===== config.mk =====
export PLATFORM = sky130hd
export DESIGN_NAME = cfg_image_parser
export DESIGN_NICKNAME = d
export VERILOG_FILES = /design/src/rtl/cip_pkg.sv /design/src/rtl/cip_rev.sv /design/src/rtl/cip_fsm.sv /design/src/rtl/cfg_image_parser.sv
export SDC_FILE = /design/constraint.sdc
export NUM_CORES = 1
export LEC_CHECK = 0
export BUFFER_PORTS_ARGS = -buffer_cell sky130_fd_sc_hd__buf_2
export CORE_AREA = 2 2 139 141
export CTS_BUF_LIST = sky130_fd_sc_hd__clkbuf_8
export CTS_CLUSTER_SIZE = 40
export DETAILED_ROUTE_END_ITERATION = 12
export DIE_AREA = 0 0 141 143
export PLACE_DENSITY = 0.67
export SLEW_MARGIN = 20
export SYNTH_ARGS = -nofsm -noshare
export SYNTH_HDL_FRONTEND = slang
export SYNTH_SLANG_ARGS = --single-unit

===== constraint.sdc =====
create_clock -name clk -period 5.03 [get_ports clk]
set_clock_uncertainty 0.1 [all_clocks]
set_input_delay 0.2515 -clock clk [delete_from_list [all_inputs] [get_ports clk]]
set_output_delay 0.2515 -clock clk [all_outputs]
set_load 0.05 [all_outputs]

===== src/rtl/cip_pkg.sv =====
package cip_pkg;

  localparam int PRE_LEN = 13;
  localparam int MRK_LEN = 8;

  typedef enum logic [3:0] {
    S_HDR, S_MRK, S_TYPE, S_LEN, S_SKIP, S_PAY, S_LEGK, S_LEG, S_DRAIN
  } cip_state_e;

  // Fixed container preamble, position i.
  function automatic logic [7:0] preamble_byte(input logic [3:0] i);
    if (i == 4'd0 || i == 4'd10 || i == 4'd11) return 8'h00;
    else if (i == 4'd1)  return 8'h09;
    else if (i == 4'd12) return 8'h01;
    else if (i[0])       return 8'hF0;
    else                 return 8'h0F;
  endfunction

  // Legacy marker as it arrives in the stream.
  function automatic logic [7:0] marker_in(input logic [2:0] i);
    case (i)
      3'd4:    return 8'h66;
      3'd5:    return 8'h55;
      3'd6:    return 8'h99;
      3'd7:    return 8'hAA;
      default: return 8'hFF;
    endcase
  endfunction

  // Legacy marker as it leaves, each 4-byte group reversed.
  function automatic logic [7:0] marker_out(input logic [2:0] i);
    return marker_in({i[2], ~i[1:0]});
  endfunction

  function automatic logic is_tag(input logic [7:0] d);
    return (d >= 8'h61) && (d <= 8'h65);
  endfunction

endpackage


===== src/rtl/cip_rev.sv =====
module cip_rev #(
  parameter int GRP = 4
) (
  input  logic       clk,
  input  logic       rst_n,
  input  logic       clr,
  input  logic       in_valid,
  input  logic [7:0] in_data,
  output logic       in_ready,
  output logic       out_valid,
  output logic [7:0] out_data,
  input  logic       out_ready
);
  localparam int PW = (GRP > 1) ? $clog2(GRP) : 1;
  localparam logic [PW-1:0] LAST = PW'(GRP - 1);

  logic [7:0]    mem_q [GRP];
  logic [PW-1:0] wp_q, wp_n, rp_q, rp_n;
  logic          full_q, full_n;
  logic          wr_en;

  assign in_ready  = !full_q;
  assign out_valid = full_q;
  assign out_data  = mem_q[rp_q];
  assign wr_en     = in_valid && !full_q && !clr;

  always_comb begin
    wp_n   = wp_q;
    rp_n   = rp_q;
    full_n = full_q;
    if (clr) begin
      wp_n   = '0;
      full_n = 1'b0;
    end else if (wr_en) begin
      if (wp_q == LAST) begin
        wp_n   = '0;
        rp_n   = LAST;
        full_n = 1'b1;
      end else begin
        wp_n = wp_q + 1'b1;
      end
    end else if (full_q && out_ready) begin
      if (rp_q == '0) full_n = 1'b0;
      else            rp_n   = rp_q - 1'b1;
    end
  end

  always_ff @(posedge clk or negedge rst_n) begin
    if (!rst_n) begin
      wp_q   <= '0;
      rp_q   <= '0;
      full_q <= 1'b0;
    end else begin
      wp_q   <= wp_n;
      rp_q   <= rp_n;
      full_q <= full_n;
    end
  end

  always_ff @(posedge clk or negedge rst_n) begin
    if (!rst_n) begin
      for (int g = 0; g < GRP; g++) mem_q[g] <= '0;
    end else if (wr_en) begin
      for (int g = 0; g < GRP; g++)
        if (wp_q == PW'(g)) mem_q[g] <= in_data;
    end
  end

  // a held output byte stays put until taken
  a_r8_rev_hold: assert property (@(posedge clk) disable iff (!rst_n)
    (out_valid && !out_ready && !clr) |=> (out_valid && $stable(out_data)));

endmodule


===== src/rtl/cip_fsm.sv =====
module cip_fsm
  import cip_pkg::*;
#(
  parameter int LEN_W     = 32,
  parameter int MAX_SHORT = 255,
  parameter int LEG_WORDS = 10524,
  parameter int GRP       = 4
) (
  input  logic             clk,
  input  logic             rst_n,
  input  logic             in_valid,
  input  logic [7:0]       in_data,
  input  logic             in_last,
  output logic             in_ready,
  output logic             out_valid,
  output logic [7:0]       out_data,
  input  logic             out_ready,
  output logic [LEN_W-1:0] pay_len,
  output logic             byte_rev,
  output logic             found,
  output logic             miss,
  output logic             err,
  output logic             rev_in_valid,
  input  logic             rev_in_ready,
  input  logic             rev_out_valid,
  input  logic [7:0]       rev_out_data,
  output logic             rev_out_ready,
  output logic             rev_clr
);
  localparam int LEG_BYTES = LEG_WORDS * GRP;
  localparam logic [LEN_W-1:0] LEG_TOT  = LEN_W'(LEG_BYTES);
  localparam logic [LEN_W-1:0] LEG_REST = LEN_W'(LEG_BYTES - MRK_LEN);
  localparam logic [LEN_W-1:0] SHORT_LIM = LEN_W'(MAX_SHORT);

  cip_state_e       state_q, state_n;
  logic [3:0]       idx_q, idx_n;
  logic [1:0]       lcnt_q, lcnt_n;
  logic             is_e_q, is_e_n;
  logic [LEN_W-1:0] len_q, len_n, cnt_q, cnt_n, icnt_q, icnt_n;
  logic [LEN_W-1:0] plen_q, plen_n, new_len;
  logic             last_q, last_n, rev_q, rev_n;
  logic             acc;

  assign new_len  = {len_q[LEN_W-9:0], in_data};
  assign pay_len  = plen_q;
  assign byte_rev = rev_q;

  always_comb begin
    state_n = state_q;  idx_n  = idx_q;  lcnt_n = lcnt_q; is_e_n = is_e_q;
    len_n   = len_q;    cnt_n  = cnt_q;  icnt_n = icnt_q; plen_n = plen_q;
    rev_n   = rev_q;
    found = 1'b0; miss = 1'b0; err = 1'b0;
    in_ready = 1'b0; out_valid = 1'b0; out_data = in_data;
    rev_in_valid = 1'b0; rev_out_ready = 1'b0; rev_clr = 1'b0;
    acc = 1'b0;
    case (state_q)
      S_HDR: begin
        in_ready = 1'b1;
        acc = in_valid;
        if (acc) begin
          rev_n = 1'b0;
          if (idx_q == 4'd0 && in_data == 8'hFF) begin
            if (in_last) miss = 1'b1;
            else begin state_n = S_MRK; idx_n = 4'd1; end
          end else if (in_data != preamble_byte(idx_q) || in_last) begin
            miss = 1'b1;
          end else if (idx_q == 4'(PRE_LEN - 1)) begin
            state_n = S_TYPE;
          end else begin
            idx_n = idx_q + 4'd1;
          end
        end
      end
      S_MRK: begin
        in_ready = 1'b1;
        acc = in_valid;
        if (acc) begin
          if (in_data != marker_in(idx_q[2:0])) miss = 1'b1;
          else if (idx_q == 4'(MRK_LEN - 1)) begin
            if (in_last) err = 1'b1;
            else begin
              state_n = S_LEGK; idx_n = 4'd0; rev_n = 1'b1; plen_n = LEG_TOT;
            end
          end else if (in_last) miss = 1'b1;
          else idx_n = idx_q + 4'd1;
        end
      end
      S_TYPE: begin
        in_ready = 1'b1;
        acc = in_valid;
        if (acc) begin
          if (!is_tag(in_data)) err = 1'b1;
          else if (in_last) miss = 1'b1;
          else begin
            state_n = S_LEN;
            is_e_n  = (in_data == 8'h65);
            lcnt_n  = (in_data == 8'h65) ? 2'd3 : 2'd1;
            len_n   = '0;
          end
        end
      end
      S_LEN: begin
        in_ready = 1'b1;
        acc = in_valid;
        if (acc) begin
          len_n = new_len;
          if (lcnt_q != 2'd0) begin
            if (in_last) miss = 1'b1;
            else lcnt_n = lcnt_q - 2'd1;
          end else if (is_e_q) begin
            plen_n = new_len;
            if (new_len == '0) found = 1'b1;
            else if (in_last) err = 1'b1;
            else begin state_n = S_PAY; cnt_n = new_len; end
          end else if (new_len > SHORT_LIM) begin
            err = 1'b1;
          end else if (in_last) begin
            miss = 1'b1;
          end else if (new_len == '0) begin
            state_n = S_TYPE;
          end else begin
            state_n = S_SKIP; cnt_n = new_len;
          end
        end
      end
      S_SKIP: begin
        in_ready = 1'b1;
        acc = in_valid;
        if (acc) begin
          if (in_last) miss = 1'b1;
          else if (cnt_q == LEN_W'(1)) state_n = S_TYPE;
          else cnt_n = cnt_q - LEN_W'(1);
        end
      end
      S_PAY: begin
        in_ready  = out_ready;
        out_valid = in_valid;
        acc = in_valid && out_ready;
        if (acc) begin
          if (cnt_q == LEN_W'(1)) found = 1'b1;
          else if (in_last) err = 1'b1;
          else cnt_n = cnt_q - LEN_W'(1);
        end
      end
      S_LEGK: begin
        out_valid = 1'b1;
        out_data  = marker_out(idx_q[2:0]);
        if (out_ready) begin
          if (idx_q == 4'(MRK_LEN - 1)) begin
            state_n = S_LEG; cnt_n = LEG_REST; icnt_n = LEG_REST;
          end else begin
            idx_n = idx_q + 4'd1;
          end
        end
      end
      S_LEG: begin
        rev_in_valid  = in_valid && (icnt_q != '0);
        in_ready      = rev_in_ready && (icnt_q != '0);
        acc           = in_valid && in_ready;
        out_valid     = rev_out_valid;
        out_data      = rev_out_data;
        rev_out_ready = out_ready;
        if (acc) begin
          icnt_n = icnt_q - LEN_W'(1);
          if (in_last && icnt_q != LEN_W'(1)) begin
            err = 1'b1; rev_clr = 1'b1;
          end
        end
        if (rev_out_valid && out_ready) begin
          if (cnt_q == LEN_W'(1)) found = 1'b1;
          else cnt_n = cnt_q - LEN_W'(1);
        end
      end
      default: begin
        in_ready = 1'b1;
        acc = in_valid;
        if (acc && in_last) state_n = S_HDR;
      end
    endcase
    if (found || miss || err) begin
      idx_n   = 4'd0;
      state_n = (last_q || (acc && in_last)) ? S_HDR : S_DRAIN;
    end
    last_n = (state_n == S_HDR) ? 1'b0 : (last_q || (acc && in_last));
  end

  always_ff @(posedge clk or negedge rst_n) begin
    if (!rst_n) begin
      state_q <= S_HDR; idx_q <= '0; lcnt_q <= '0; is_e_q <= 1'b0;
      len_q <= '0; cnt_q <= '0; icnt_q <= '0; plen_q <= '0;
      last_q <= 1'b0; rev_q <= 1'b0;
    end else begin
      state_q <= state_n; idx_q <= idx_n; lcnt_q <= lcnt_n; is_e_q <= is_e_n;
      len_q <= len_n; cnt_q <= cnt_n; icnt_q <= icnt_n; plen_q <= plen_n;
      last_q <= last_n; rev_q <= rev_n;
    end
  end

  // status pulses never coincide
  a_r11_one_status: assert property (@(posedge clk) disable iff (!rst_n)
    $onehot0({found, miss, err}));

  // a skipped section never holds more than the short-length limit
  a_r5_skip_limit: assert property (@(posedge clk) disable iff (!rst_n)
    (state_q == S_SKIP) |-> (cnt_q <= SHORT_LIM && cnt_q != '0));

  // reversal mode is entered only from a matched legacy marker
  a_r9_rev_entry: assert property (@(posedge clk) disable iff (!rst_n)
    $rose(byte_rev) |-> ($past(state_q) == S_MRK));

  // success is reported only while a length or payload is in flight
  a_r7_found_src: assert property (@(posedge clk) disable iff (!rst_n)
    found |-> (state_q == S_PAY || state_q == S_LEG || state_q == S_LEN));

endmodule


===== src/rtl/cfg_image_parser.sv =====
module cfg_image_parser #(
  parameter int LEN_W     = 32,
  parameter int MAX_SHORT = 255,
  parameter int LEG_WORDS = 10524,
  parameter int GRP       = 4
) (
  input  logic             clk,
  input  logic             rst_n,
  input  logic             in_valid,
  input  logic [7:0]       in_data,
  input  logic             in_last,
  output logic             in_ready,
  output logic             out_valid,
  output logic [7:0]       out_data,
  input  logic             out_ready,
  output logic [LEN_W-1:0] pay_len,
  output logic             byte_rev,
  output logic             found,
  output logic             miss,
  output logic             err
);
  logic       rv_in_valid, rv_in_ready, rv_out_valid, rv_out_ready, rv_clr;
  logic [7:0] rv_out_data;

  cip_fsm #(
    .LEN_W(LEN_W), .MAX_SHORT(MAX_SHORT), .LEG_WORDS(LEG_WORDS), .GRP(GRP)
  ) u_fsm (
    .clk(clk), .rst_n(rst_n),
    .in_valid(in_valid), .in_data(in_data), .in_last(in_last), .in_ready(in_ready),
    .out_valid(out_valid), .out_data(out_data), .out_ready(out_ready),
    .pay_len(pay_len), .byte_rev(byte_rev),
    .found(found), .miss(miss), .err(err),
    .rev_in_valid(rv_in_valid), .rev_in_ready(rv_in_ready),
    .rev_out_valid(rv_out_valid), .rev_out_data(rv_out_data),
    .rev_out_ready(rv_out_ready), .rev_clr(rv_clr)
  );

  cip_rev #(.GRP(GRP)) u_rev (
    .clk(clk), .rst_n(rst_n), .clr(rv_clr),
    .in_valid(rv_in_valid), .in_data(in_data), .in_ready(rv_in_ready),
    .out_valid(rv_out_valid), .out_data(rv_out_data), .out_ready(rv_out_ready)
  );

endmodule


## Word level (Yosys, flattened, before mapping)

Index checks and enable logic that the tools add are counted.

- Register bits after elaboration: 170
- Input port bits: 13
- Output and inout bits: 46
- Word-level logic and storage cells: 313

- Add/sub/neg operators: 6
- Order comparisons: 4
- Equality and inequality tests: 66
- Mux-type cells: 162
- Bitwise logic cells: 4
- Reductions and logical operators: 54

Operators by type and width:

| operator | number |
|---|---|
| 32-bit two-way mux | 25 |
| 4-bit two-way mux | 40 |
| 32-bit one-hot mux with 5 select lines | 1 |
| 32-bit one-hot mux with 2 select lines | 2 |
| 24-bit two-way mux | 4 |
| 8-bit two-way mux | 11 |
| 8-bit one-hot mux with 4 select lines | 2 |
| 32-bit by 1-bit subtractor with 32-bit output (second input constant) | 2 |
| 1-bit two-way mux | 49 |
| 24-bit one-hot mux with 2 select lines | 1 |
| 32-bit by 1-bit equality test with 1-bit output (second input constant) | 1 |
| 32-bit by 8-bit > comparator with 1-bit output (second input constant) | 1 |
| 32-bit logical NOT | 1 |
| 32-bit by 1-bit != test with 1-bit output (second input constant) | 1 |
| 32-bit nonzero test | 1 |
| 2-bit != test (second input constant) | 15 |
| 2-bit two-way mux | 14 |
| 4-bit one-hot mux with 7 select lines | 1 |
| 3-bit equality test (second input constant) | 8 |
| 3-bit by 2-bit != test with 1-bit output (second input constant) | 7 |
| 4-bit by 3-bit equality test with 1-bit output (second input constant) | 5 |
| 2-bit by 1-bit != test with 1-bit output (second input constant) | 9 |
| 8-bit binary-select mux with 2-bit select | 1 |
| 8-bit != test | 2 |
| other kinds (45) | 92 |

## Longest topological paths before layout

Gate-level depths: netlist of run 1.

- Word-level depth: 18
- Depth in mapped cells: 12
- Depth with buffers taken out: 10

## Cells and area by module

Synthesis of run 1 repeated with hierarchy kept, for this count alone.

- Cell total of the unflattened synthesis: 1,074
- Area, all modules: 9,755.6 µm²

Modules (own cells, without submodules):

| module | times used | cells each | area an instance (µm²) | seq. area each (µm²) |
|---|---|---|---|---|
| cip_fsm | 1 | 963 | 7,905.1 | 3,328.2 |
| cip_rev | 1 | 111 | 1,850.5 | 925.9 |

## Worst setup path before layout of run 1

Ideal clock, no wire load.

- Path type: flip-flop to flip-flop
- Start point: register u_fsm.idx_q[0]
- End point: register u_fsm.plen_q[0] (netlist: u_fsm.pay_len[0])
- Setup time: 0.121 ns
- Data arrival time: 2.978 ns
- Data required time: 4.809 ns
- Path slack: 1.831 ns
- Stages on the path, launching flop included: 11
- Buffers on the path: 1
- Clock period less this slack: 3.199 ns
- Path through: dfrtp_1 ha_1 ha_1 nand2b_1 or3_1 o31a_1 nor4_1 and2_1 o21ai_1 clkbuf_1 a22o_1

- Cells in the longest elaborated chain, start to end: 7
- Elaborated cells on any way between the ends: 12
- Classes of those cells: eq/ne (8); mux (3); reduce/logical (1)

RTL lines:

| what | RTL line | source |
|---|---|---|
| start: declaration | cip_fsm.sv:36 | `logic [3:0] idx_q, idx_n;` |
| start signal: assignment | cip_fsm.sv:193 | `state_q <= state_n; idx_q <= idx_n; lcnt_q <= lcnt_n; is_e_q <= is_e_n;` |
| 3-bit equality test | cip_pkg.sv:21 | `case (i)` |
| 8-bit one-hot mux with 4 select lines | cip_pkg.sv:21 |  |
| 8-bit two-way mux | cip_fsm.sv:77 | `if (acc) begin` |
| 8-bit two-way mux | cip_fsm.sv:56 | `case (state_q)` |
| 8-bit != test | cip_fsm.sv:78 | `if (in_data != marker_in(idx_q[2:0])) miss = 1'b1;` |
| 2-bit != test (no source line) | -- |  |
| 8-bit AND reduction (no source line) (*) | -- |  |
| end signal: assignment | cip_fsm.sv:194 | `len_q <= len_n; cnt_q <= cnt_n; icnt_q <= icnt_n; plen_q <= plen_n;` |
| end: declaration | cip_fsm.sv:40 | `logic [LEN_W-1:0] plen_q, plen_n, new_len;` |

Mark *: on every way between the ends. The rest lies on a longest branch, timed or not. The select of a mux whose other input is x is not followed.
A chain may end at the register's enable or synchronous reset.

## Worst setup path after layout of run 1

- Start point: register u_fsm.idx_q[0]
- End point: output err

- Cells in the longest elaborated chain, start to end: 8
- Elaborated cells on any way between the ends: 13
- Classes of those cells: eq/ne (6); mux (7)

RTL lines:

| what | RTL line | source |
|---|---|---|
| 3-bit equality test | cip_pkg.sv:21 |  |
| 8-bit one-hot mux with 4 select lines | cip_pkg.sv:21 |  |
| 8-bit two-way mux | cip_fsm.sv:77 |  |
| 8-bit two-way mux | cip_fsm.sv:56 |  |
| 8-bit != test | cip_fsm.sv:78 |  |
| 1-bit two-way mux (*) | cip_fsm.sv:78 |  |
| 1-bit two-way mux (*) | cip_fsm.sv:77 |  |
| 1-bit one-hot mux with 5 select lines (*) | cip_fsm.sv:56 |  |
| end: declaration | cfg_image_parser.sv:20 | `output logic err` |

Marked as above.

==> run_results.csv, run 1 <==
group,metric,value,unit
status,status,"finished, final reports clean",
cells_and_area,drive_gt1_share,15.2,%
cells_and_area,finalNetCount,1014,
cts,cts_resized,0,
power,comb_power_share,10.7,%
grt,grt-ovfl-total,0,
power,p_leak,0.00459,uW
setup_path,arrival,3.49,ns
setup_path,cp-end-kind,"primary output",
synth,synth_area_leaders,"dfrtp_1 46%, a22o_1 5.1%, o21ai_0 4.3%, mux2_2 3.9%, a21oi_1 3.6%",
synth,synthArstFlopShare,100,%
setup_path,slowest_stage,"o41ai_1",
setup_path,worstSetupPathType,"reg -> out",
power,switching_share,30.9,%
cts,cts_buffers,17,
drt,wl,23800,um
cells_and_area,seq_area,4250,um^2
power,seq_power_share,51.8,%
synth,yosys_warnings,0,
timing,min_period,3.85,ns
grt,grt_max_degree,71,
cells_and_area,fillers,1688,
die,dieWidth,141,um
setup_path,crit_fanout,8,
setup_path,crit_top_cell,"ha_1",
synth,ys.flop_type,"dfrtp_1",
cells_and_area,multi_input_area,4610,um^2
timing,fmax,260,MHz
synth,yosysMostFrequentCell,"dfrtp_1",
setup_path,slowest_delay,0.58,ns
synth,syn_area_per_cell,9.52,um^2
drt,drtIter0Drc,664,
die,start_util,49.6,%
power,intPower,1910,uW
placement,gp_congestion,0.903,
cts,clkTransAtPathRegs,0.10,ns
power,vdd_drop_max,0.180,mV
synth,synth_edf_count,0,
cts,h-tree-depth,4,
die,core,18600,um^2
drt,dr.pass1.iters,5,
hold_path,holdCritPathClass,"in -> reg",
setup_path,critical_path.top_delay_family,"compound AO/OA/AOI/OAI gates",
synth,syn_area,9220,um^2
synth,synth_seq_area_share,46.1,%
synth,syn_nets,996,
timing,finalSetupViolCount,0,
drt,ant_nets,0,
die,die_area,20200,um^2
setup_path,path_cells,"ha_1 > ha_1 > nand2b_1 > or3_1 > o31a_1 > o41ai_1 > a211oi_1 > inv_1 > buf_2",
timing,whs,0.124,ns
setup_path,required,4.68,ns
timing,rsz0062_at_grt,"no",
cts,cts_sinks,170,
cts,cts_tree,"built",
power,clock_power_share,37.5,%
flow_run,maxCapViolCount,0,
cts,ctsLongestPathBuffers,2,
cts,clk_latency,0.48,ns
timing,finalHoldViolations,0,
placement,place_ws,1.47,ns
placement,port_buffers,58,
grt,grt_pass1_vias,7298,
setup_path,cp_num_buf_inv,2,
cells_and_area,syn2layout_area_growth,9.07,%
grt,grt_util_all_layers,24.4,%
cells_and_area,final_core_util,54.1,%
drt,drc,0,
power,p_per_area,275,nW/um^2
placement,dp_hpwl,16100,um
die,ioPinCount,59,
timing,tightest_slew,1.08,ns
synth,synth_cell_type_count,67,
timing,period_share,76.4,%
power,finalPower,2770,uW
die,row_count,50,
die,fp.dieH,143,um
synth,synthTopCellsByCount,"170 x dfrtp_1, 81 x nor2_1, 80 x o21ai_0",
synth,yosysTopAreaCellShare,46.1,%
timing,fin_ws,1.18,ns
drt,drt-wirelength-per-cell,19.3,um
timing,fin_setup_tns,0,ns
grt,antenna_found_initial,0,
synth,synth_largest_area_cell,"dfrtp_1",
setup_path,cp-start-kind,"flop",
drt,dr_total_vias,7676,
cells_and_area,n_antenna_cell,0,
synth,synthCells,968,
timing,max-slew-margin-rel,28.0,%
cts,root_buffer,"clkbuf_8",
timing,drv_slew,0,
grt,grt_pass1_wl,38900,um
drt,vias_per_cell,6.23,
synth,synth-seq-cells,170,
power,switching_power,856,uW
## worst register-to-register path, stage by stage, from the launching register on
cell and delay, ns:
dfrtp_1 0.48, ha_1 0.27, ha_1 0.24, nand2b_1 0.16, nor3_1 0.34, nor3_1 0.11
o221ai_1 0.35, nor4_1 0.18, and2_1 0.22, o21ai_2 0.81, a22o_1 0.26
## through the flow
step	instances	area (um^2)
after floorplan	968	9220
after global placement	1200	9610
after detailed placement	1200	9610
after CTS	1233	10100
after global routing	1233	10100
final	1233	10100
## per-layer routing
layer	up-vias	track usage, %	part of all wire [%]
met1	3787	34.1	47
met2	210	39.0	47
li1	3637	-	-
met4	0	7.47	2.0
met3	42	4.53	4.0
met5	-	0	0
## layout by cell type (no fill, tap or decap), types with 8 or more instances in the layout
master	netlist	layout
nor3_1	46	46
nor4_1	21	21
inv_1	25	25
ha_1	15	15
buf_4	0	9
nand3_1	23	23
buf_2	6	57
a21oi_1	67	67
a22oi_1	13	13
a22o_1	54	54
mux2_2	32	32
nor2_1	81	81
o21ai_0	80	80
dfrtp_1	170	170
clkbuf_8	0	17
nor2b_1	9	9
mux4_2	8	8
nand2_1	64	64
and2_1	13	13
or3_1	13	13
xnor2_1	23	23
or4_1	10	10
and3_1	12	12
## power groups by stage
stage          clock, uW  combinational, uW  sequential, uW
2_1_floorplan          0                205            1450
3_3_place_gp           0                294            1460
3_5_place_dp           0                293            1460
4_1_cts             1070                296            1430
5_1_grt             1120                330            1440
6_report            1040                296            1430
## sequential cells by signal, summed over array words and instances, names as in the netlist
register,flops
u_fsm.state_q,4
u_fsm.last_q,1
u_fsm.pay_len,32
u_fsm.lcnt_q,2
u_fsm.idx_q,4
u_fsm.byte_rev,1
u_fsm.len_q,24
u_rev.wp_q,2
u_rev.rp_q,2
u_fsm.cnt_q,32
u_rev.mem_q,32
u_rev.out_valid,1
u_fsm.icnt_q,32
u_fsm.is_e_q,1
## logic make-up (layout without fill, tap and decap cells)
family,Yosys count,count (layout),share of synthesized area [%]
flip-flops,170,170,46.1
buffers and inverters,94,125,3.91
adder cells (fa/ha/maj),15,15,2.04
multiplexers,44,44,6.30
AND/OR/NAND/NOR,333,333,18.7
XOR/XNOR,24,24,2.28
AO/OA/AOI/OAI,288,288,20.6
## worst paths after layout
kind	from	end	slack [ns]	depth (start not counted)
max	u_fsm.idx_q[0]$_DFFE_PN0P_	err	1.18	9
min	in_valid	u_fsm.len_q[0]$_DFFE_PN0P_	0.12	3
max reg2reg	u_fsm.idx_q[0]$_DFFE_PN0P_	u_fsm.pay_len[18]$_DFFE_PN0P_	1.46	10
min reg2reg	u_fsm.lcnt_q[0]$_DFFE_PN0P_	u_fsm.lcnt_q[0]$_DFFE_PN0P_	0.37	1
max in group asynchronous	rst_n	u_rev.mem_q[24]$_DFFE_PN0P_	3.40	3
min in group asynchronous	rst_n	u_fsm.cnt_q[25]$_DFFE_PN0P_	0.22	2
## layout make-up
class,instances,share of cell area (%)
inverter,25,0.933
timing repair buffer,68,3.72
tap,234,2.91
clock inverter,15,1.97
clock buffer,17,2.33
sequential,170,42.3
multi-input combinational,704,45.8
## timing repair
item	in CTS	in global routing
hold buffers	1	0
buffers inserted	0	0
endpoints found under the hold margin	68	0
No activity file was read; power rests on OpenSTA's default activity.
==> run 2, diff against run 1 <==
==> constraint.sdc (replaced) <==
create_clock -name clk -period 3.9 [get_ports clk]
set_clock_uncertainty 0.1 [all_clocks]
set_input_delay 0.195 -clock clk [delete_from_list [all_inputs] [get_ports clk]]
set_output_delay 0.195 -clock clk [all_outputs]
set_load 0.05 [all_outputs]
==> run 2 against run 1 <==
  * Final cell count grew 0.57%
  * Power grew 27%
  * Via count grew 1.1%
  * Utilization is 0.23 points higher
  * Combinational power up 31%
  * Non-clock buffer count grew 7
  * Clock power rose by 22%
  * Wire length rose by 0.97%
  * Sequential power is 29% higher
  * Setup slack got worse by 0.97 ns
==> run_results.csv, run 2 (synthesis results as in run 1) <==
group,metric,value,unit
setup_path,slowest_stage,"dfrtp_1",
drt,drt-wirelength-per-cell,19.4,um
grt,grt_pass1_wl,39200,um
power,comb_power_share,11.0,%
setup_path,r2r_cells,9,
die,dieWidth,141,um
drt,dr.pass1.iters,5,
cts,cts_tree,"built",
drt,ant_nets,0,
timing,min_period,3.69,ns
grt,grt_max_degree,69,
grt,grt-ovfl-total,0,
grt,antenna_found_initial,0,
timing,rsz0062_at_grt,"no",
power,clock_power_share,36.2,%
grt,grt_pass1_vias,7313,
die,die_area,20200,um^2
setup_path,crit_fanout,8,
hold_path,min_path_cells,2,
setup_path,required,3.61,ns
cts,cts_sinks,170,
cells_and_area,n_antenna_cell,0,
setup_path,cp-end-kind,"primary output",
timing,max-slew-margin-rel,34.1,%
drt,dr_total_vias,7758,
cts,clkTransAtPathRegs,0.10,ns
cells_and_area,drive_gt1_share,15.9,%
die,core,18600,um^2
drt,drc,0,
setup_path,worstSetupPathType,"reg -> out",
cells_and_area,syn2layout_area_growth,9.53,%
placement,place_inst,1207,
status,status,"finished, final reports clean",
power,p_per_area,348,nW/um^2
power,vdd_drop_max,0.226,mV
setup_path,slowest_delay,0.48,ns
setup_path,cp-start-kind,"flop",
placement,port_buffers,58,
timing,tightest_slew,0.988,ns
power,switching_share,31.5,%
power,switching_power,1110,uW
hold_path,holdCritPathClass,"in -> reg",
cts,ctsLongestPathBuffers,2,
power,seq_power_share,52.7,%
flow_run,maxCapViolCount,0,
timing,drv_slew,0,
cts,clk_latency,0.48,ns
power,intPower,2410,uW
timing,finalSetupViolCount,0,
setup_path,arrival,3.39,ns
cells_and_area,stdcell_count,1240,
drt,drtIter0Drc,722,
cells_and_area,finalNetCount,1021,
timing,fmax,271,MHz
drt,wl,24000,um
timing,period_share,94.6,%
cells_and_area,final_cell_mix,"170 x dfrtp_1, 81 x nor2_1, 80 x o21ai_0, 67 x a21oi_1, 64 x nand2_1",
die,ioPinCount,59,
placement,dp_hpwl,16300,um
power,p_leak,0.00461,uW
grt,grt_util_all_layers,24.6,%
die,row_count,50,
cts,root_buffer,"clkbuf_8",
setup_path,path_cells,"ha_1 > ha_1 > nand2b_1 > or3_1 > o31a_1 > o41ai_2 > a211oi_1 > inv_1 > buf_2",
die,fp.dieH,143,um
drt,vias_per_cell,6.26,
cells_and_area,final_common_cell,"dfrtp_1",
timing,finalHoldViolations,0,
setup_path,crit_top_cell,"ha_1",
die,start_util,49.6,%
cts,h-tree-depth,4,
placement,gp_congestion,0.968,
timing,fin_setup_tns,0,ns
cts,cts_buffers,17,
## run 2: cell types whose count changed in the layout (fill, tap and decap cells not counted)
cell	change
bufinv_16	-1
o41ai_2	+1
buf_12	+1
clkinv_8	-2
buf_4	+6
o41ai_1	-1
inv_6	+1
clkinvlp_4	+1
inv_12	+1
## run 2: final timing paths
check | startpoint | to | slack [ns]
setup reg to reg | u_fsm.idx_q[0]$_DFFE_PN0P_ | u_fsm.last_q$_DFF_PN0_ | 0.47
hold / removal | in_data[6] | u_fsm.len_q[6]$_DFFE_PN0P_ | 0.08
setup / recovery | u_fsm.idx_q[0]$_DFFE_PN0P_ | err | 0.21
max in group asynchronous | rst_n | u_fsm.state_q[2]$_DFF_PN0_ | 2.55
min in group asynchronous | rst_n | u_fsm.cnt_q[23]$_DFFE_PN0P_ | 0.18
hold reg to reg | u_fsm.lcnt_q[0]$_DFFE_PN0P_ | u_fsm.lcnt_q[0]$_DFFE_PN0P_ | 0.38
## run 2: per-stage QoR
step / hold WS [ns] / power [uW] / worst slack [ns] / area [um^2] / utilization, %
2_1_floorplan: -0.201 / 2140 / 0.701 / 9220 / -
5_1_grt: 0.0678 / 3670 / 0.0208 / 10100 / 54.4
3_5_place_dp: 0.148 / 2270 / 0.558 / 9680 / 52.1
6_report: 0.0766 / 3510 / 0.211 / 10100 / 54.4
3_3_place_gp: 0.148 / 2270 / 0.558 / 9680 / 52.1
4_1_cts: 0.0547 / 3540 / 0.141 / 10100 / 54.3
## run 2: per-layer routing
metal  global-route usage (%)  vias up  routed length [um]
met5                        0        -                   0
met3                     4.46       34                1080
met2                     40.2      255               11400
met4                     6.58        0                 443
li1                         -     3640                   -
met1                     34.0     3829               11100
## run 2: worst max-delay path: cells and delay by family, from the launching register on
kind | cells | cell delay, ns
AOI/OAI and AO/OA | 3 | 0.97
adders and majority gates | 2 | 0.54
buffers and inverters | 2 | 0.36
DFF | 1 | 0.48
and+or+nand+nor | 2 | 0.58
## run 2: final cells by class
cell class	count	area (um^2)
Fill cell	1656	8480
Tap cell	234	293
Clock buffer	17	234
Timing Repair Buffer	75	439
Sequential cell	170	4250
Multi-Input combinational cell	704	4620
Inverter	25	93.8
Clock inverter	15	168
## run 2: what timing repair did
action,in CTS,in global routing
endpoints found under the setup margin,0,1
setup buffers,0,0
hold buffers,1,0
gates resized for setup,0,1
hold endpoints to repair,66,0
## run 2: power by group through the flow
stage	sequential, uW	combinational [uW]	clock, uW
after floorplan	1870	264	0
after global placement	1890	381	0
after detailed placement	1890	382	0
after CTS	1850	385	1300
after global routing	1860	433	1380
final	1850	387	1270
==> run 3, diff against run 2 <==
--- a/config.mk
+++ b/config.mk
@@ -5,13 +5,15 @@
 export SDC_FILE = /design/constraint.sdc
 export NUM_CORES = 1
 export LEC_CHECK = 0
+export ABC_AREA = 1
 export BUFFER_PORTS_ARGS = -buffer_cell sky130_fd_sc_hd__buf_2
-export CORE_AREA = 2 2 139 141
+export CORE_AREA = 2 2 147 149
 export CTS_BUF_LIST = sky130_fd_sc_hd__clkbuf_8
 export CTS_CLUSTER_SIZE = 40
 export DETAILED_ROUTE_END_ITERATION = 12
-export DIE_AREA = 0 0 141 143
+export DIE_AREA = 0 0 149 151
 export PLACE_DENSITY = 0.67
+export RECOVER_POWER = 100
 export SLEW_MARGIN = 20
 export SYNTH_ARGS = -nofsm -noshare
 export SYNTH_HDL_FRONTEND = slang
==> run 3 against run 2 <==
  * The flow now finishes with violations (max-capacitance violations, max-slew violations)
  * Sequential share of layout area shrank 4.3 points
  * Non-clock buffer count grew 5
  * Power grew 48%
  * Combinational power grew to 4.0 times the previous value
  * Utilization shrank 0.28 points
  * Clock power grew 5%
  * Critical path depth grew 4
  * Register-to-register slack gained 0.02 ns
  * Cell area grew 11%
  * Maximum frequency grew 8.2%
==> run_results.csv, run 3 <==
group,metric,value,unit
synth,synth_cell_type_count,52,
synth,synth_largest_area_cell,"dfrtp_1",
cells_and_area,multi_input_area,5130,um^2
setup_path,crit_start,"u_fsm.icnt_q[1]$_DFFE_PN0P_",
synth,synth_area_leaders,"dfrtp_1 41%, nand2_1 11%, nor2_1 7.1%, inv_1 5.9%, o21ai_0 5.4%",
setup_path,worstSetupPathType,"reg -> reg",
drt,vias_per_cell,5.46,
synth,yosys_warnings,0,
setup_path,crit_top_cell,"nand2_1",
synth,yosysMostFrequentCell,"nand2_1",
power,p_leak,0.00539,uW
power,p_per_area,462,nW/um^2
setup_path,critical_path.top_delay_family,"simple AND/OR/NAND/NOR gates",
die,dieWidth,149,um
status,failed_checks,"max-capacitance violations, max-slew violations",
cts,cts_sinks,170,
drt,ant_nets,0,
die,core,20800,um^2
grt,grt_pass1_vias,9225,
grt,grt_pass1_wl,47200,um
hold_path,holdCritPathClass,"in -> reg",
cts,post_cts_buffers,0,
synth,synthArstFlopShare,100,%
cells_and_area,stdcell_count,1760,
drt,drc,0,
grt,grt-ovfl-total,0,
cells_and_area,n_antenna_cell,0,
synth,synthTopCellsByCount,"296 x nand2_1, 197 x nor2_1, 170 x dfrtp_1",
cells_and_area,final_cell_mix,"302 x nand2_1, 200 x nor2_1, 170 x dfrtp_1, 166 x inv_1, 111 x o21ai_0",
cts,cts_buffers,17,
drt,drt-wirelength-per-cell,16.1,um
timing,fmax,293,MHz
cells_and_area,finalNetCount,1500,
setup_path,crit_cells,13,
synth,syn_area_per_cell,7.29,um^2
cells_and_area,drive_gt1_share,8.08,%
die,ioPinCount,59,
setup_path,slowest_delay,0.54,ns
cells_and_area,design_area,11300,um^2
synth,synthCells,1420,
setup_path,r2r_cells,13,
flow_run,maxCapViolCount,1,
setup_path,crit_fanout,26,
placement,port_buffers,58,
synth,ys.flop_type,"dfrtp_1",
timing,finalHoldViolations,0,
status,status,"finished, violations left",
grt,grt_util_all_layers,26.3,%
setup_path,path_cells,"inv_1 > ha_1 > nand2_1 > nor2_1 > nand4_1 > nand2_1 > nor2_1 > nand2_1 > nand2_4 > inv_1 > nor3_1 > xor2_1 > or2_2",
cts,root_buffer,"clkbuf_8",
die,fp.dieH,151,um
setup_path,r2r_end,"u_fsm.icnt_q[6]$_DFFE_PN0P_",
setup_path,critPathCapture,"u_fsm.icnt_q[6]$_DFFE_PN0P_",
timing,tightest_slew,2.48,ns
cts,clk_latency,0.49,ns
cells_and_area,syn2layout_area_growth,8.68,%
drt,dr.pass1.iters,5,
setup_path,cp-start-kind,"flop",
cells_and_area,fillers,2048,
timing,fin_setup_tns,0,ns
setup_path,arrival,3.69,ns
synth,synth_edf_count,0,
setup_path,r2r_setup_slack,0.49,ns
cts,ctsLongestPathBuffers,2,
grt,grt_max_degree,95,
timing,rsz0062_at_grt,"no",
setup_path,cp-end-kind,"flop",
drt,wl,28400,um
die,row_count,53,
power,vdd_drop_max,0.217,mV
setup_path,rr_startpoint,"u_fsm.icnt_q[1]$_DFFE_PN0P_",
synth,synth_seq_area_share,41.1,%
timing,min_period,3.41,ns
placement,gp_congestion,0.981,
cells_and_area,seq_area,4250,um^2
cts,clkTransAtPathRegs,0.11,ns
timing,max-slew-margin-rel,-65.4,%
timing,finalSetupViolCount,0,
power,finalPower,5200,uW
setup_path,slowest_stage,"inv_1",
placement,place_inst,1718,
timing,drv_slew,94,
placement,postPlaceCellArea,10900,um^2
synth,syn_area,10400,um^2
synth,synth-seq-cells,170,
synth,syn_nets,1448,
synth,yosysTopAreaCellShare,41.1,%
cells_and_area,final_common_cell,"nand2_1",
die,die_area,22500,um^2
die,start_util,49.7,%
grt,antenna_found_initial,0,
placement,dp_hpwl,20400,um
cts,h-tree-depth,4,
setup_path,cp_num_buf_inv,2,
setup_path,required,4.18,ns
drt,dr_total_vias,9614,
timing,period_share,87.4,%
drt,drtIter0Drc,799,
cts,cts_tree,"built",
-- run 3: changes by cell type in the layout (fill, tap and decap cells not counted), moves of 19 or more --
cell,previous run,this run
a22o_1,54,1
buf_2,57,13
clkbuf_1,0,46
inv_1,25,166
mux2_2,32,5
nand2_1,64,302
nand3_1,23,91
nor2_1,81,200
o21ai_0,80,111
o22ai_1,4,24
xnor2_1,23,4
-- run 3: cells by family (layout without fill, tap and decap cells) --
| logic type | Yosys count | in the layout | share of synthesized area, % |
|---|---|---|---|
| adders and majority gates | 15 | 15 | 1.81 |
| xor gates and xnor gates | 21 | 21 | 1.78 |
| and+or+nand+nor | 710 | 710 | 30.9 |
| buffers and inverters | 229 | 294 | 8.95 |
| AOI/OAI and AO/OA | 270 | 270 | 15.0 |
| muxes | 5 | 5 | 0.544 |
| DFF | 170 | 170 | 41.1 |
-- run 3: area by class of cell --
cell class | instances | area share (%)
clock buffers | 17 | 2.08
multi-input cells | 1021 | 45.6
repair buffers | 80 | 3.73
flip-flops and latches | 170 | 37.8
well taps | 275 | 3.06
clock inverters | 15 | 1.70
inverters | 182 | 6.07
-- run 3: per-layer routing --
| layer | GRT usage [%] | vias up | wire length [um] | share of wire (%) |
|---|---|---|---|---|
| met5 | 0 | - | 0 | 0 |
| met4 | 7.71 | 0 | 515 | 1.8 |
| met3 | 3.70 | 41 | 1560 | 5.5 |
| met2 | 41.3 | 271 | 12500 | 44 |
| met1 | 38.1 | 4542 | 13800 | 49 |
| li1 | - | 4760 | - | - |
-- run 3: worst min-delay path: cells and delay by family --
family	cells	cell delay, ns
buf+inv	1	0.18
compound gates	1	0.08
simple gates	2	0.28
-- run 3: through the flow --
stage	setup WS (ns)	hold slack, ns	util (%)
global placement	0.841	0.261	52.1
finish	0.490	0.201	54.1
detailed placement	0.773	0.262	52.1
CTS	0.616	0.173	54.7
global route	0.237	0.215	54.1
floorplan	1.21	-0.201	-
-- run 3: worst min-delay path by stage --
stage	start	to	depth (start not counted)
4_1_cts	in_last	u_fsm.is_e_q$_DFFE_PN0P_	4
3_5_place_dp	rst_n	u_fsm.icnt_q[12]$_DFFE_PN0P_	1
6_report	in_last	u_fsm.is_e_q$_DFFE_PN0P_	4
5_1_grt	in_last	u_fsm.is_e_q$_DFFE_PN0P_	4
3_3_place_gp	rst_n	u_fsm.icnt_q[14]$_DFFE_PN0P_	1
2_1_floorplan	rst_n	u_fsm.byte_rev$_DFFE_PN0P_	0
-- run 3: what timing repair did --
item | in CTS | in global routing
resized for setup | 0 | 0
hold buffers | 10 | 0
endpoints found under the hold margin | 109 | 0
-- run 3: report_power, final --
part           leakage [uW]  switching, uW  total (uW)  internal, uW
Clock              0.000211            832        1330           501
Sequential          0.00204            288        2340          2050
Combinational       0.00314           1080        1530           452
